File: src/rtl/srx_pkg.sv
// Shared definitions for the synchronous master receiver: register
// addresses, control-byte layout and status bit positions.
// Assumes a register bus of at least eight bits.
package srx_pkg;

    localparam int A_CTRL  = 0;
    localparam int A_STAT  = 1;
    localparam int A_DATA  = 2;
    localparam int A_DIVLO = 3;
    localparam int A_DIVHI = 4;
    localparam int A_IEN   = 5;

    localparam int CTRL_STREAM_BIT = 5;

    localparam int STAT_NINTH = 0;
    localparam int STAT_OVR   = 1;
    localparam int STAT_DONE  = 2;

    typedef struct packed {
        logic div16;
        logic ck_inv;
        logic stream;
        logic one_shot;
        logic wide9;
        logic master_sel;
        logic sync_sel;
        logic port_en;
    } ctrl_t;

endpackage

File: src/rtl/srx_divider.sv
// Rate divider: produces a one-cycle tick every LIMIT+1 cycles while
// enabled, and restarts from zero whenever it is disabled.
// Assumes the limit is held steady during a reception.
module srx_divider #(
    parameter int W = 16
) (
    input  logic         clk,
    input  logic         rst_n,
    input  logic         en,
    input  logic [W-1:0] limit,
    output logic         tick
);

    logic [W-1:0] cnt_q;

    assign tick = en && (cnt_q == limit);

    // count up to the limit and wrap, held at zero while idle
    always_ff @(posedge clk) begin
        if (!rst_n) begin
            cnt_q <= '0;
        end else if (!en || tick) begin
            cnt_q <= '0;
        end else begin
            cnt_q <= cnt_q + 1'b1;
        end
    end

endmodule

File: src/rtl/srx_shifter.sv
// Bit engine: toggles the internal shift clock on each tick and captures
// the data line when the clock falls, filling the word from bit 0 up.
// Flags the last capture of a word with a one-cycle done pulse.
// Assumes run drops to abort a partial word; the clock then idles low.
module srx_shifter #(
    parameter int DW = 8
) (
    input  logic        clk,
    input  logic        rst_n,
    input  logic        run,
    input  logic        tick,
    input  logic        wide9,
    input  logic        sdat_i,
    output logic        ck_o,
    output logic        done_o,
    output logic [DW:0] word_o
);

    localparam int IW = $clog2(DW + 1);

    logic [IW-1:0] idx_q;
    logic [IW-1:0] last_idx;
    logic [DW:0]   sh_q;
    logic          ck_q;
    logic          fall;

    assign last_idx = wide9 ? IW'(DW) : IW'(DW - 1);
    assign fall     = run && tick && ck_q;
    assign done_o   = fall && (idx_q == last_idx);
    assign ck_o     = ck_q;

    // clock phase and bit position, reset whenever reception is off
    always_ff @(posedge clk) begin
        if (!rst_n) begin
            ck_q  <= 1'b0;
            idx_q <= '0;
        end else if (!run) begin
            ck_q  <= 1'b0;
            idx_q <= '0;
        end else if (tick) begin
            ck_q <= ~ck_q;
            if (ck_q) begin
                idx_q <= (idx_q == last_idx) ? '0 : idx_q + 1'b1;
            end
        end
    end

    // capture the data line into the current bit slot on a falling edge
    always_ff @(posedge clk) begin
        if (!rst_n) begin
            sh_q <= '0;
        end else if (fall) begin
            sh_q[idx_q] <= sdat_i;
        end
    end

    // the completed word includes the bit being captured this cycle
    always_comb begin
        word_o         = sh_q;
        word_o[idx_q]  = sdat_i;
        if (!wide9) begin
            word_o[DW] = 1'b0;
        end
    end

endmodule

File: src/rtl/srx_regs.sv
// Register file: control, divider reload bytes, interrupt enable, the
// receive holding register and its done/overrun/ninth-bit status.
// Assumes DW >= 8 so the control byte fits one bus word.
module srx_regs
    import srx_pkg::*;
#(
    parameter int DW = 8,
    parameter int AW = 3
) (
    input  logic          clk,
    input  logic          rst_n,
    input  logic          wr_en,
    input  logic          rd_en,
    input  logic [AW-1:0] addr,
    input  logic [DW-1:0] wdata,
    output logic [DW-1:0] rdata,
    input  logic          word_done,
    input  logic [DW:0]   word_in,
    output ctrl_t         ctrl_o,
    output logic [2*DW-1:0] divisor_o,
    output logic          ovr_o,
    output logic          irq_o
);

    ctrl_t         ctrl_q;
    logic [DW-1:0] div_lo_q;
    logic [DW-1:0] div_hi_q;
    logic [DW-1:0] hold_q;
    logic          ien_q;
    logic          flag_q;
    logic          ovr_q;
    logic          nth_q;
    logic          ctrl_wr;
    logic          data_rd;
    logic          flag_live;
    logic          accept;

    assign ctrl_wr   = wr_en && (addr == AW'(A_CTRL));
    assign data_rd   = rd_en && (addr == AW'(A_DATA));
    assign flag_live = flag_q && !data_rd;
    assign accept    = word_done && !flag_live;

    // control byte: software write wins, else single mode self-clears
    always_ff @(posedge clk) begin
        if (!rst_n) begin
            ctrl_q <= '0;
        end else if (ctrl_wr) begin
            ctrl_q <= ctrl_t'(wdata[7:0]);
        end else if (word_done && ctrl_q.one_shot && !ctrl_q.stream) begin
            ctrl_q.one_shot <= 1'b0;
        end
    end

    // divider reload bytes and interrupt enable
    always_ff @(posedge clk) begin
        if (!rst_n) begin
            div_lo_q <= '0;
            div_hi_q <= '0;
            ien_q    <= 1'b0;
        end else if (wr_en) begin
            if (addr == AW'(A_DIVLO)) div_lo_q <= wdata;
            if (addr == AW'(A_DIVHI)) div_hi_q <= wdata;
            if (addr == AW'(A_IEN))   ien_q    <= wdata[0];
        end
    end

    // holding register, ninth bit and done flag
    always_ff @(posedge clk) begin
        if (!rst_n) begin
            hold_q <= '0;
            nth_q  <= 1'b0;
            flag_q <= 1'b0;
        end else if (accept) begin
            hold_q <= word_in[DW-1:0];
            nth_q  <= word_in[DW];
            flag_q <= 1'b1;
        end else if (data_rd) begin
            flag_q <= 1'b0;
        end
    end

    // overrun: set by an unread collision, cleared by dropping continuous mode
    always_ff @(posedge clk) begin
        if (!rst_n) begin
            ovr_q <= 1'b0;
        end else if (ctrl_wr && !wdata[CTRL_STREAM_BIT]) begin
            ovr_q <= 1'b0;
        end else if (word_done && flag_live) begin
            ovr_q <= 1'b1;
        end
    end

    // read mux, zero when no read is strobed
    always_comb begin
        rdata = '0;
        if (rd_en) begin
            case (addr)
                AW'(A_CTRL):  rdata = DW'(ctrl_q);
                AW'(A_STAT): begin
                    rdata[STAT_NINTH] = nth_q;
                    rdata[STAT_OVR]   = ovr_q;
                    rdata[STAT_DONE]  = flag_q;
                end
                AW'(A_DATA):  rdata = hold_q;
                AW'(A_DIVLO): rdata = div_lo_q;
                AW'(A_DIVHI): rdata = div_hi_q;
                AW'(A_IEN):   rdata = DW'(ien_q);
                default:      rdata = '0;
            endcase
        end
    end

    assign ctrl_o    = ctrl_q;
    assign divisor_o = ctrl_q.div16 ? {div_hi_q, div_lo_q} : {{DW{1'b0}}, div_lo_q};
    assign ovr_o     = ovr_q;
    assign irq_o     = flag_q && ien_q;

endmodule

File: src/rtl/sync_master_rx.sv
// Synchronous master serial receiver top: joins the register file, the
// rate divider and the bit engine, and gates reception on the enables.
// Assumes sdat_i is already synchronous to clk.
module sync_master_rx
    import srx_pkg::*;
#(
    parameter int DW = 8,
    parameter int AW = 3
) (
    input  logic          clk,
    input  logic          rst_n,
    input  logic          wr_en,
    input  logic          rd_en,
    input  logic [AW-1:0] addr,
    input  logic [DW-1:0] wdata,
    output logic [DW-1:0] rdata,
    input  logic          sdat_i,
    output logic          sclk_o,
    output logic          irq_o
);

    localparam int DIVW = 2 * DW;

    ctrl_t           ctrl;
    logic [DIVW-1:0] divisor;
    logic            ovr;
    logic            run;
    logic            tick;
    logic            ck;
    logic            word_done;
    logic [DW:0]     word;

    srx_regs #(.DW(DW), .AW(AW)) u_regs (
        .clk       (clk),
        .rst_n     (rst_n),
        .wr_en     (wr_en),
        .rd_en     (rd_en),
        .addr      (addr),
        .wdata     (wdata),
        .rdata     (rdata),
        .word_done (word_done),
        .word_in   (word),
        .ctrl_o    (ctrl),
        .divisor_o (divisor),
        .ovr_o     (ovr),
        .irq_o     (irq_o)
    );

    // reception runs only with the port configured as clock master
    assign run = ctrl.port_en && ctrl.sync_sel && ctrl.master_sel
              && (ctrl.stream || ctrl.one_shot) && !ovr;

    srx_divider #(.W(DIVW)) u_div (
        .clk   (clk),
        .rst_n (rst_n),
        .en    (run),
        .limit (divisor),
        .tick  (tick)
    );

    srx_shifter #(.DW(DW)) u_shift (
        .clk    (clk),
        .rst_n  (rst_n),
        .run    (run),
        .tick   (tick),
        .wide9  (ctrl.wide9),
        .sdat_i (sdat_i),
        .ck_o   (ck),
        .done_o (word_done),
        .word_o (word)
    );

    assign sclk_o = ck ^ ctrl.ck_inv;

endmodule

File: config.mk
export PLATFORM = sky130hd
export DESIGN_NAME = sync_master_rx
export DESIGN_NICKNAME = d
export VERILOG_FILES = /design/src/rtl/srx_pkg.sv /design/src/rtl/srx_divider.sv /design/src/rtl/srx_shifter.sv /design/src/rtl/srx_regs.sv /design/src/rtl/sync_master_rx.sv
export SDC_FILE = /design/constraint.sdc
export NUM_CORES = 1
export LEC_CHECK = 0
export BUFFER_PORTS_ARGS = -buffer_cell sky130_fd_sc_hd__buf_2
export CAP_MARGIN = 20
export CORE_UTILIZATION = 65
export DETAILED_ROUTE_END_ITERATION = 8
export PLACE_DENSITY_LB_ADDON = 0.05
export SETUP_SLACK_MARGIN = 0.05
export SYNTH_ARGS = -nofsm -noshare
export SYNTH_HDL_FRONTEND = slang
export SYNTH_SLANG_ARGS = --single-unit
File: constraint.sdc
create_clock -name clk -period 2.6 [get_ports clk]
set_input_delay 0.39 -clock clk [delete_from_list [all_inputs] [get_ports clk]]
set_output_delay 0.39 -clock clk [all_outputs]
set_load 0.005 [all_outputs]
After elaboration in Yosys (flattened, before gate mapping) --
Index checks and enable logic that the tools add are counted.
Storage, ports and cells: register bits 66, bits of input ports 16, output and inout bits 10, word-level logic and storage cells 83
Operators by class: add/sub/neg operators 2, magnitude comparators 2, eq/ne operators 7, muxes and demuxes 14, bitwise logic cells 3, reduce and logical (&&, ||, !) cells 36
Operators by type and width (count):
- $pmux W5 S4 | 1
- $logic_and A1 B1 Y1 | 18
- $pmux W3 S6 | 1
- $add A16 B1 Y16 const B | 1
- $eq A16 B16 Y1 | 1
- $mux W16 | 1
- $reduce_and A2 Y1 | 5
- $bwmux W9 | 1
- $mux W4 | 2
- $mux W8 | 1
- $eq A3 B2 Y1 const B | 2
- $eq A3 B3 Y1 const B | 2
- $logic_not A1 Y1 | 6
- $mux W1 | 6
- $lt A4 B5 Y1 const B | 1
- $add A4 B1 Y4 const B | 1
- $demux W1 S4 | 1
- $eq A4 B4 Y1 | 1
- $ge A4 B1 Y1 const B | 1
- $reduce_bool A2 Y1 | 2
- $reduce_or A2 Y1 | 2
- $eq A3 B1 Y1 const B | 1
- $logic_not A3 Y1 | 1
- $logic_or A1 B1 Y1 | 2
- 2 further kinds | 3

Depth between registers and ports, before layout --
Gate-level depths: netlist of the first run.
depth in word-level cells 12, mapped depth 8, gate-level depth less buffers 6

Cells and area by module --
Synthesis of the first run repeated with hierarchy kept, for this count alone.
Second synthesis, totals: cells, all modules 434, area total of the unflattened synthesis 3811.2 um^2
Modules (own cells, without submodules):
- srx_regs | instances 1, cells an instance 230, area each 2016.9 um^2, sequential area each 720.7 um^2
- srx_divider | instances 1, cells an instance 101, area each 904.6 um^2, sequential area each 320.3 um^2
- srx_shifter | instances 1, cells an instance 99, area each 864.6 um^2, sequential area each 280.3 um^2
- sync_master_rx | instances 1, cells an instance 4, area each 25.0 um^2, sequential area each 0.0 um^2

Worst setup path after synthesis of the first run --
No wires, ideal clock.
path type input to output, start point input addr[0], end point output rdata[6], data arrival time 1.595 ns, data required time 2.210 ns, slack 0.615 ns, cell stages on the path 7, buffers on the path 2, cells stage by stage buf_2 buf_1 mux2_2 a22oi_1 nor2_1 a31oi_1 nor2_1
On the way: cells in the longest elaborated chain, start to end 3, elaborated cells between the ends (all ways) 6, classes of those cells eq/ne (3); mux (2); reduce/logical (1)
RTL lines:
- start: declaration | line sync_master_rx.sv:14 | input logic [AW-1:0] addr,
- $eq A3 B3 Y1, or another cell as far along | line srx_regs.sv:97 | case (addr)
- $pmux W5 S4 * | line srx_regs.sv:97
- $mux W8 * | line srx_regs.sv:96 | if (rd_en) begin
- end: declaration | line sync_master_rx.sv:16 | output logic [DW-1:0] rdata,
Mark *: on every way between the ends. The rest lies on a longest branch, timed or not.

Worst setup path in the final report of the first run --
start point input addr[0], end point output rdata[4]
The elaborated chain is that of the path after synthesis.

==> summary.md, run 1 <==
| Metric | Value |
|---|---|
| IO Port Bufs | 25 |
| Total overflow reported by the global router | 0 |
| Max VDD drop | 0.3490 mV |
| Post-CTS Setup Bufs | 0 |
| Avg Synthesized Cell Area | 8.394 µm² |
| Cts bufs inserted | 9 |
| Post-synth top flop | dfxtp_1 |
| Final ANT Viol Nets | 0 |
| CTS tree | built |
| Via Count | 3054 |
| Post-route cell area | 3879 µm² |
| Reg clk slew, reported paths | 0.08 ns |
| Slew HR | 0.6407 |
| Gr usage total | 0.3085 |
| Pwr Density | 521.8 nW/µm² |
| Antenna violations before repair | 0 |
| Die area | 5749 µm² |
| Rows | 26 |
| Via density | 5.919 |
| Clock Tree Root | clkbuf_8 |
| Final hold violation count | 0 |
| Synth area leaders | dfxtp_1 (37%), nand2_1 (9.6%), mux2_2 (5.1%) |
| Sequential element share of the synthesized area | 0.3730 |
| Clk buf depth | 2 |
| Commonest non-fill, non-tap cell in the layout | nand2_1 |
| Hold_buf cts | 0 |
| LEAKAGE | 1.354 nW |
| Share of layout cells above drive strength 1 | 0.1704 |
| Vias in the first global route | 2783 |
| Final net count | 462 |
| Share of the synthesized area in the top cell type | 0.3730 |
| Setup crit start kind | input port |
| Syn_nets | 443 |
| Async SR Flop Fraction | 0 |
| Hold Worst Slack | 0.3235 ns |
| HPWL after detailed placement | 5.983 mm |
| Core footprint | 5172 µm² |
| First-pass GRT wire length | 13.03 mm |
| FF+latch count, synth | 66 |
| Largest net degree at the start of global routing | 58 |
| Status | finished clean |
| Synth area leader | dfxtp_1 |
| Post_cts resized | 0 |
| H-tree depth | 3 |
| Worst Hold Class | in -> reg |
| Clock sinks | 66 |
| Chip height | 75.82 µm |
| Final setup TNS | 0 ns |
| Synth-to-Final Area Change | 9.502% |
| Post-synth EDFFs | 0 |
| Fmax achieved | 476.2 MHz |
| Wirelength per Cell | 16.15 µm |
| Detailed-router iteration count before antenna repair | 4 |
| Arrival @ worst endpoint | 1.71 ns |
| Period utilization | 0.8076 |
| Final count of pins violating max slew | 0 |
| Critical path fanouts, max | 18 |
| Most frequent cells in the layout | nand2_1 (91), dfxtp_1 (66), nor2_1 (44) |
| Worst Path Required | 2.21 ns |
| Worst skew pair latency | 0.35 ns |
| CP endpoint kind | output port |
| DRC errors left | 0 |
| Placer congestion estimate | 0.8273 |
| Yosys warns | 0 |
| Initial Util | 0.6848 |
| Placed cell areas | 3677 µm² |
| Worst-Margin Slew | 0.5370 ns |
| RSZ-0062 raised after global routing | false |
| Max-cap violation count | 0 |
| Die Width | 75.82 µm |
| Io pins | 26 |
| Final setup violation count | 0 |
| Post-Synthesis Cells | 422 |
| Initial drt markers | 197 |
| Final Skew | 0.01322 ns |
| Minimum clock period | 2.100 ns |
| Crit Path Class | in -> out |
| Cell area after synthesis | 3542 µm² |
| Final core occ | 0.7499 |
| Total Routed Length | 8.331 mm |
| Unique masters post-synth | 52 |
| ANT cells | 0 |
-- cell usage after synthesis, drive strengths merged, types with 5 or more instances --
| master | count |
|---|---|
| nand2 | 91 |
| ha | 5 |
| nand4 | 14 |
| clkbuf | 12 |
| a21boi | 23 |
| xnor2 | 18 |
| mux2i | 14 |
| a22oi | 10 |
| mux2 | 16 |
| nor2 | 44 |
| xor2 | 10 |
| a31oi | 8 |
| nand3 | 15 |
| buf | 9 |
| dfxtp | 66 |
| inv | 7 |
| o21ai | 18 |
-- critical path, cell delays in order --
cell and delay (ns):
buf_2 0.31, mux2_2 0.38, a22oi_1 0.23, nor2_1 0.06, a31oi_1 0.15, nor2_1 0.05, buf_2 0.13
-- area by class of cell --
cell class	instances	area, µm²
repair buffers	29	155.1
multi-input cells	328	2087
flip-flops and latches	66	1321
clock inverters	7	77.57
clock buffers	9	123.9
fillers	399	1294
inverters	7	26.28
well taps	70	87.58
-- cell families after synthesis --
family | synth area share
xor gates and xnor gates | 0.07135
DFF | 0.3730
adders and majority gates | 0.01766
and+or+nand+nor | 0.2656
AOI/OAI and AO/OA | 0.1378
buffers and inverters | 0.03779
muxes | 0.09678
-- state kept, by name, summed over array words and instances, names as in the netlist --
name,cells
u_shift.idx_q,4
u_div.cnt_q,16
u_regs.flag_q,1
u_regs.hold_q,8
u_regs.ctrl_o,8
u_regs.ovr_o,1
u_regs.div_hi_q,8
u_shift.sh_q,9
u_regs.div_lo_q,8
u_regs.nth_q,1
u_regs.ien_q,1
u_shift.ck_o,1
-- final timing paths --
kind | startpoint | endpoint | slack, ns | depth (start not counted)
worst min register to register | u_shift.sh_q[8]$_SDFFE_PN0P_ | u_shift.sh_q[8]$_SDFFE_PN0P_ | 0.46 | 2
worst max-delay path | addr[0] | rdata[4] | 0.50 | 7
worst max register to register | u_regs.ctrl_o[7]$_SDFFE_PN0P_ | u_regs.hold_q[2]$_SDFFE_PN0P_ | 0.51 | 7
worst min-delay path | wdata[1] | u_regs.div_lo_q[1]$_SDFFE_PN0P_ | 0.32 | 3
-- metal layers --
metal  wire length (µm)  GRT usage  vias to the layer above
met3                398    0.07540                       13
li1                   -          -                     1505
met1               3698     0.3931                     1458
met4                152     0.1173                        0
met2               4083     0.5044                       78
met5                  0          0                        -
-- report_power, final --
| group | leakage [nW] | internal [mW] | switching, mW |
|---|---|---|---|
| combinational | 0.721 | 0.0415 | 0.0688 |
| sequential | 0.532 | 1.02 | 0.0107 |
| clock | 0.100 | 0.451 | 0.434 |
-- metrics by stage --
stage / setup slack, ns / cells / total power [mW]
after CTS: 0.5214 / 516 / 2.029
after floorplan: 0.6152 / 422 / 1.120
final: 0.5002 / 516 / 2.024
after global routing: 0.3062 / 516 / 2.081
after detailed placement: 0.5476 / 500 / 1.160
after global placement: 0.5594 / 500 / 1.158
Power figures use the tool's default switching activity.
==> run 2, diff against run 1 <==
--- a/config.mk
+++ b/config.mk
@@ -7,7 +7,7 @@
 export LEC_CHECK = 0
 export BUFFER_PORTS_ARGS = -buffer_cell sky130_fd_sc_hd__buf_2
 export CAP_MARGIN = 20
-export CORE_UTILIZATION = 65
+export CORE_UTILIZATION = 54
 export DETAILED_ROUTE_END_ITERATION = 8
 export PLACE_DENSITY_LB_ADDON = 0.05
 export SETUP_SLACK_MARGIN = 0.05
==> constraint.sdc (replaced) <==
create_clock -name clk -period 1.8 [get_ports clk]
set_input_delay 0.27 -clock clk [delete_from_list [all_inputs] [get_ports clk]]
set_output_delay 0.27 -clock clk [all_outputs]
set_load 0.005 [all_outputs]
==> run 2 against run 1 <==
Sequential share of layout area is 3.5 points lower. Combinational power is 77% higher. Non-clock buffer count grew 43.
==> summary.md, run 2 (synthesis gave the netlist of run 1 again) <==
| Metric | Value |
|---|---|
| Rows | 29 |
| Largest Register | u_div.cnt_q |
| R2R Path Start | u_regs.div_hi_q[7]$_SDFFE_PN0P_ |
| Status | finished clean |
| Via density | 5.460 |
| Core footprint | 6350 µm² |
| Chip height | 82.99 µm |
| Reg clk slew, reported paths | 0.09 ns |
| Final count of pins violating max slew | 0 |
| Die area | 6887 µm² |
| Buf/Inv on CP | 1 |
| Final setup violation count | 0 |
| Total overflow reported by the global router | 0 |
| DRC errors left | 0 |
| Share of layout cells above drive strength 1 | 0.3006 |
| CTS tree | built |
| Period utilization | 0.9951 |
| DP Worst Slack | -0.05989 ns |
| Worst reg-to-reg path cell count | 7 |
| Pwr Density | 737.8 nW/µm² |
| Initial Util | 0.5578 |
| IO Port Bufs | 25 |
| Fmax achieved | 558.3 MHz |
| Slew HR | 0.7298 |
| Synth-to-Final Area Change | 24.16% |
| Max-cap violation count | 0 |
| Final hold violation count | 0 |
| Worst-Margin Slew | 0.4041 ns |
| First-pass GRT wire length | 14.10 mm |
| Setup crit start kind | register |
| Final ANT Viol Nets | 0 |
| Die Width | 82.99 µm |
| Most frequent cells in the layout | nand2_1 (90), dfxtp_1 (48), nor2_1 (43), buf_4 (43), buf_2 (25) |
| Antenna violations before repair | 1 |
| Min-Delay Path Depth | 3 |
| Max VDD drop | 0.5627 mV |
| Worst Hold Class | in -> reg |
| Finished Layout Cells | 567 |
| Io pins | 26 |
| Largest regs | u_div.cnt_q: 16 flops, u_shift.sh_q: 9 flops |
| HPWL after detailed placement | 6.376 mm |
| Cts bufs inserted | 9 |
| Area of the multi-input gates | 2158 µm² |
| Hold EP | u_regs.div_hi_q[6]$_SDFFE_PN0P_ |
| Critical path fanouts, max | 4 |
| Minimum clock period | 1.791 ns |
| Fill cell count | 533 |
| Final net count | 505 |
| H-tree depth | 3 |
| Worst R2R End | u_shift.idx_q[3]$_SDFFE_PN0P_ |
| RSZ-0062 raised after global routing | true |
| Crit-path cells | xnor2_2 -> nand4_1 -> a211oi_4 -> nand4_2 -> buf_4 -> or3_1 -> a21oi_2 |
| Initial drt markers | 204 |
| Hold path startpoint | wdata[6] |
| Placer congestion estimate | 0.8315 |
| Register area | 1346 µm² |
| Vias in the first global route | 2904 |
| Final Skew | 0.01560 ns |
| Arrival @ worst endpoint | 2.06 ns |
| Largest register FFs | 16 |
| Final WS setup | 0.008875 ns |
| CP endpoint kind | register |
| Post-placement cell count | 550 |
| Internal reg-to-reg setup slack | 0.009 ns |
| Total power | 3.245 mW |
| Largest net degree at the start of global routing | 54 |
| Post-CTS Setup Bufs | 0 |
| Total Routed Length | 8.631 mm |
| Crit Path Class | reg -> reg |
| Largest stage delay, worst path | 0.38 ns |
| Wirelength per Cell | 15.22 µm |
| Crit-path leading delay family | simple AND/OR/NAND/NOR gates |
| Clk buf depth | 2 |
| Via Count | 3096 |
| Slowest cell on crit path | dfxtp_2 |
| Hold_buf cts | 0 |
| Gr usage total | 0.2589 |
| Commonest non-fill, non-tap cell in the layout | nand2_1 |
| Clock sinks | 66 |
| Worst skew pair latency | 0.34 ns |
| Worst Path Required | 2.07 ns |
| LEAKAGE | 1.658 nW |
| Clock Tree Root | clkbuf_8 |
| Detailed-router iteration count before antenna repair | 4 |
-- run 2: changes by cell type in the layout (fill, tap and decap cells not counted), moves of 6 or more --
cell | before | now
dfxtp_1 | 66 | 48
a22oi_2 | 2 | 8
dfxtp_2 | 0 | 17
a22oi_1 | 8 | 2
buf_4 | 4 | 43
-- run 2: metrics by stage --
step                  TNS, ns  instance area (µm²)  utilization  hold slack, ns
floorplan                   0                 3542            -          0.4149
global placement    -0.001789                 4046       0.6372          0.4410
finish                      0                 4398       0.6926          0.1954
CTS                  -0.01783                 4342       0.6837          0.1822
global route           -1.127                 4398       0.6926          0.1880
detailed placement    -0.4120                 4046       0.6372          0.4455
-- run 2: how the worst max path moves through the flow --
stage / startpoint / endpoint / slack, ns / depth (start not counted)
floorplan: addr[0] / rdata[6] / 0.06 / 7
global placement: u_regs.ctrl_o[7]$_SDFFE_PN0P_ / u_shift.idx_q[3]$_SDFFE_PN0P_ / -0.002 / 7
detailed placement: u_regs.ctrl_o[7]$_SDFFE_PN0P_ / u_shift.idx_q[3]$_SDFFE_PN0P_ / -0.06 / 7
CTS: u_regs.div_lo_q[0]$_SDFFE_PN0P_ / rdata[0] / -0.01 / 4
global route: u_div.cnt_q[15]$_SDFF_PP0_ / u_shift.idx_q[3]$_SDFFE_PN0P_ / -0.12 / 7
finish: u_regs.div_hi_q[7]$_SDFFE_PN0P_ / u_shift.idx_q[3]$_SDFFE_PN0P_ / 0.009 / 7
-- run 2: worst reg2reg max path: stages, from the launching register on --
cell	delay, ns
dfxtp_2	0.38
xnor2_2	0.13
nand4_1	0.17
a211oi_4	0.30
nand4_2	0.15
buf_4	0.17
or3_1	0.32
a21oi_2	0.11
-- run 2: layout make-up --
cell class,count,share of cell area
multi-input combinational,328,0.4908
sequential,66,0.3061
timing repair buffer,72,0.1181
clock inverter,7,0.02845
clock buffer,9,0.02817
tap,77,0.02191
inverter,7,0.005974
antenna,1,0.0005690
-- run 2: timing repair --
action                                  CTS  global route
resized for setup                        20            19
hold endpoints to repair                  0             0
endpoints found under the setup margin   30            48
pin swaps                                 4             7
-- run 2: metal layers --
layer / wire length [µm] / global-route usage / vias up
li1: - / - / 1587
met1: 4037 / 0.3358 / 1432
met2: 4138 / 0.4225 / 69
met3: 353 / 0.06163 / 8
met4: 101 / 0.08777 / 0
met5: 0 / 0 / -
-- run 2: report_power, final --
| group | switching [mW] | internal [mW] | total (mW) |
|---|---|---|---|
| clock | 0.632 | 0.932 | 1.56 |
| sequential | 0.0146 | 1.47 | 1.48 |
| combinational | 0.110 | 0.0858 | 0.195 |
